`src/rtl/rst_handshake_seq.sv`:
```
module rst_handshake_seq #(
  parameter int unsigned TIMEOUT_TICKS = 400_000_000,
  parameter int unsigned HOLD_CYCLES   = 16
) (
  input  logic clk,
  input  logic rst_n,
  input  logic trig_i,
  input  logic trig_global_i,
  input  logic ack_i,
  output logic warn_o,
  output logic plat_rst_n_o,
  output logic glob_rst_o,
  output logic pwr_cycle_o
);

  localparam int unsigned MAXC = (TIMEOUT_TICKS > HOLD_CYCLES) ? TIMEOUT_TICKS : HOLD_CYCLES;
  localparam int unsigned CW   = $clog2(MAXC + 1);
  localparam logic [CW-1:0] TO_LAST   = CW'(TIMEOUT_TICKS - 1);
  localparam logic [CW-1:0] HOLD_LAST = CW'(HOLD_CYCLES - 1);

  typedef enum logic [1:0] {S_IDLE, S_WARN, S_WAIT, S_HOLD} state_t;

  state_t        state;
  logic [CW-1:0] cnt;
  logic          kind_glob;
  logic          kind_pc;

  always_ff @(posedge clk or negedge rst_n) begin
    if (!rst_n) begin
      state     <= S_IDLE;
      cnt       <= '0;
      kind_glob <= 1'b0;
      kind_pc   <= 1'b0;
    end else begin
      case (state)
        S_IDLE: if (trig_i) begin
          state     <= S_WARN;
          kind_glob <= trig_global_i;
          kind_pc   <= 1'b0;
        end
        S_WARN: begin
          state <= S_WAIT;
          cnt   <= '0;
        end
        S_WAIT: begin
          if (ack_i) begin
            state <= S_HOLD;
            cnt   <= '0;
          end else if (cnt == TO_LAST) begin
            state     <= S_HOLD;
            cnt       <= '0;
            kind_glob <= 1'b1;
            kind_pc   <= 1'b1;
          end else begin
            cnt <= cnt + 1'b1;
          end
        end
        S_HOLD: begin
          if (cnt == HOLD_LAST) begin
            state     <= S_IDLE;
            cnt       <= '0;
            kind_glob <= 1'b0;
            kind_pc   <= 1'b0;
          end else begin
            cnt <= cnt + 1'b1;
          end
        end
        default: state <= S_IDLE;
      endcase
    end
  end

  assign warn_o       = (state == S_WARN);
  assign plat_rst_n_o = (state != S_HOLD);
  assign glob_rst_o   = (state == S_HOLD) && kind_glob;
  assign pwr_cycle_o  = (state == S_HOLD) && kind_pc;

endmodule

```
`config.mk`:
```
export PLATFORM = sky130hd
export DESIGN_NAME = rst_handshake_seq
export DESIGN_NICKNAME = d
export VERILOG_FILES = /design/src/rtl/rst_handshake_seq.sv
export SDC_FILE = /design/constraint.sdc
export NUM_CORES = 1
export LEC_CHECK = 0
export BUFFER_PORTS_ARGS = -buffer_cell sky130_fd_sc_hd__buf_4
export CAP_MARGIN = 0
export CORE_MARGIN = 2
export CORE_UTILIZATION = 40
export DETAILED_ROUTE_END_ITERATION = 7
export PLACE_DENSITY_LB_ADDON = 0.05
export SLEW_MARGIN = 20
export SYNTH_ARGS = -nofsm -noshare
export SYNTH_HDL_FRONTEND = slang
export SYNTH_SLANG_ARGS = --single-unit
```
`constraint.sdc`:
```
create_clock -name clk -period 2.55 [get_ports clk]
set_input_delay 0.3825 -clock clk [delete_from_list [all_inputs] [get_ports clk]]
set_output_delay 0.3825 -clock clk [all_outputs]
set_load 0.01 [all_outputs]
```
==> impl_metrics.env <==
export IMPL_dr_pass1_iters=5
export IMPL_postSynthAreaPerCell_um2=8.386
export IMPL_nets=307
export IMPL_numCtsBuffers=5
export IMPL_vias=2231
export IMPL_wire_per_inst_um=18.38
export IMPL_ir_drop_v=0.0006185
export IMPL_power_density_nw_per_um2=699.4
export IMPL_leakagePower_uw=0.001045
export IMPL_core_area_um2=5574
export IMPL_grt_pass1_vias=2080
export IMPL_numPortBuffers=8
export IMPL_cts_tree="yes"
export IMPL_yosysMostFrequentCell="nand2_1"
export IMPL_antenna_found_initial=0
export IMPL_grt_max_degree=34
export IMPL_critPathArrivalTime_ns=2.46
export IMPL_overflow=0
export IMPL_initial_core_util=0.4198
export IMPL_drt_iter0_drc=123
export IMPL_cts_sinks=33
export IMPL_antenna_diode_count=0
export IMPL_final_util=0.4718
export IMPL_slew_headroom=0.5578
export IMPL_tightestPinTransition_ns=0.6548
export IMPL_power_uw=1840
export IMPL_timing_rr_start="cnt[22]"
export IMPL_setup_viol=0
export IMPL_crit_path_end_kind="flip-flop"
export IMPL_r2r_end="cnt[10]"
export IMPL_period_needed_ns=2.314
export IMPL_cts_setup_buffers=0
export IMPL_rsz0062_at_grt="no"
export IMPL_hold_viol=0
export IMPL_postSynth_topFlopCell="dfrtp_1"
export IMPL_cts_root_buf="clkbuf_8"
export IMPL_ys_warn_count=0
export IMPL_status="finished, final reports clean"
export IMPL_async_reset_ff_frac=1.000
export IMPL_wl_um=6783
export IMPL_syn_area_um2=2340
export IMPL_layout_drive_gt1_share=0.1582
export IMPL_synthTopCellsByArea="dfrtp_1 (35%), nand2_1 (8.0%), o211ai_1 (4.5%)"
export IMPL_drc=0
export IMPL_cts_clk_slew_worst_paths_ns=0.07
export IMPL_htreeDepth=2
export IMPL_cts_resized=0
export IMPL_worstPathRequired_ns=2.70
export IMPL_timing_fmax_mhz=432.1
export IMPL_ys_seq_area_frac=0.3529
export IMPL_max_clock_path_buffers=2
export IMPL_clk_latency_ns=0.29
export IMPL_min_path_type="input port to async pin"
export IMPL_r2r_setup_slack_ns=0.24
export IMPL_holdBufCountCts=0
export IMPL_synth_top_area_frac=0.3529
export IMPL_yosysUniqueCellTypes=45
export IMPL_yosys_top_cells_count="nand2_1 (50), dfrtp_1 (33), o211ai_1 (14), nand3_1 (13), nand4_1 (13)"
export IMPL_yosysTopAreaCell="dfrtp_1"
export IMPL_pin_count=9
export IMPL_crit_fanout=27
export IMPL_critPathKind="flip-flop to flip-flop"
export IMPL_start_kind="flip-flop"
export IMPL_viasPerCell=6.046
export IMPL_rows=27
export IMPL_grt_pass1_wl_um=11150
export IMPL_tns_ns=0
export IMPL_r2r_cells=6
export IMPL_gp_congestion=0.8464
export IMPL_synth_fp_nets=290
export IMPL_area_growth_syn_to_layout_pct=12.41
export IMPL_hpwl_um=4951
export IMPL_die_h_um=80.48
export IMPL_final_antenna_net_count=0
export IMPL_timing_final_crit_share=0.9075
export IMPL_postSynthCellCount=279
export IMPL_synth_edf_count=0
export IMPL_finalMaxSlewViolations=0
export IMPL_fin_skew_ns=0.006491
export IMPL_drv_cap=0
export IMPL_die_w_um=80.48
export IMPL_die_area_um2=6477
export IMPL_track_usage=0.2268
export IMPL_ys_ff_latch=33
-- where the power goes --
part	leakage, µW	internal [µW]	switching, µW
registers	0.000453	563	30.3
clock network	0.0000395	194	196
logic	0.000553	316	539
-- cells by family after synthesis --
logic type               share of synthesized area
AND/OR/NAND/NOR                             0.3198
AO/OA/AOI/OAI                               0.2219
flip-flops                                  0.3529
adder cells (fa/ha/maj)                    0.03208
buffers and inverters                      0.06256
multiplexers                               0.01069
-- worst max-delay path, stage by stage, from the launching register on --
cell and delay, ns:
dfrtp_1 0.46, nor4_2 0.33, nand4_1 0.18, o41a_1 0.46, buf_4 0.25, o311ai_0 0.36
o31ai_1 0.14
-- final cells by class --
class	count	area, µm²
Fill cell	567	2944
Multi-Input combinational cell	217	1368
Tap cell	72	90.09
Clock buffer	8	80.08
Sequential cell	33	825.8
Inverter	7	26.28
Timing Repair Buffer	32	240.2
-- routing by layer --
metal | track usage | part of all wire | vias to the layer above
met1 | 0.3204 | 0.49 | 1070
li1 | - | - | 1099
met5 | 0 | 0 | -
met4 | 0.06271 | 0.0099 | 0
met3 | 0.04719 | 0.055 | 6
met2 | 0.3492 | 0.45 | 56
-- worst max path at each step --
| stage | end | cells after the start | start |
|---|---|---|---|
| 3_3_place_gp | cnt[10] | 6 | cnt[22] |
| 4_1_cts | cnt[23] | 6 | cnt[22] |
| 5_1_grt | cnt[10] | 6 | cnt[22] |
| 3_5_place_dp | cnt[17] | 7 | cnt[22] |
| 2_1_floorplan | state[1] | 7 | cnt[20] |
| 6_report | cnt[10] | 6 | cnt[22] |
-- per-stage QoR --
step / cell area, µm² / worst slack (ns) / cells / hold WS, ns
6_report: 2630 / 0.2359 / 369 / 0.03574
4_1_cts: 2630 / 0.2162 / 369 / 0.05179
3_5_place_dp: 2550 / 0.2607 / 361 / 0.3595
3_3_place_gp: 2550 / 0.2176 / 361 / 0.3605
5_1_grt: 2630 / 0.05561 / 369 / 0.07273
2_1_floorplan: 2340 / 0.3593 / 279 / 0.08691
-- flip-flops by register name, summed over array words and instances (netlist names) --
register   flops
cnt           29
state          2
kind_glob      1
kind_pc        1
-- cells in the final DEF, fill, tap and decap left out, types with 2 or more instances in the layout --
master	Yosys	layout
a2111o_1	3	3
a21boi_0	3	3
a21oi_1	2	2
a31oi_1	3	3
and2_1	7	7
and3_1	8	8
and4_1	4	4
buf_4	0	32
clkbuf_1	11	3
clkbuf_8	0	5
dfrtp_1	33	33
ha_1	6	6
inv_1	6	6
nand2_1	50	50
nand2b_1	3	3
nand3_1	13	13
nand4_1	13	13
nor2_1	10	10
nor3_1	6	6
nor4_1	12	12
nor4_2	4	4
nor4b_1	2	2
o211ai_1	14	14
o21a_1	2	2
o21ai_0	9	9
o221ai_1	4	4
o22ai_1	8	8
o311ai_0	5	5
o31a_1	3	3
o31ai_1	5	5
o41a_1	2	2
o41ai_1	4	4
or2_2	2	2
or3_1	2	2
No activity file was read; power rests on OpenSTA's default activity.
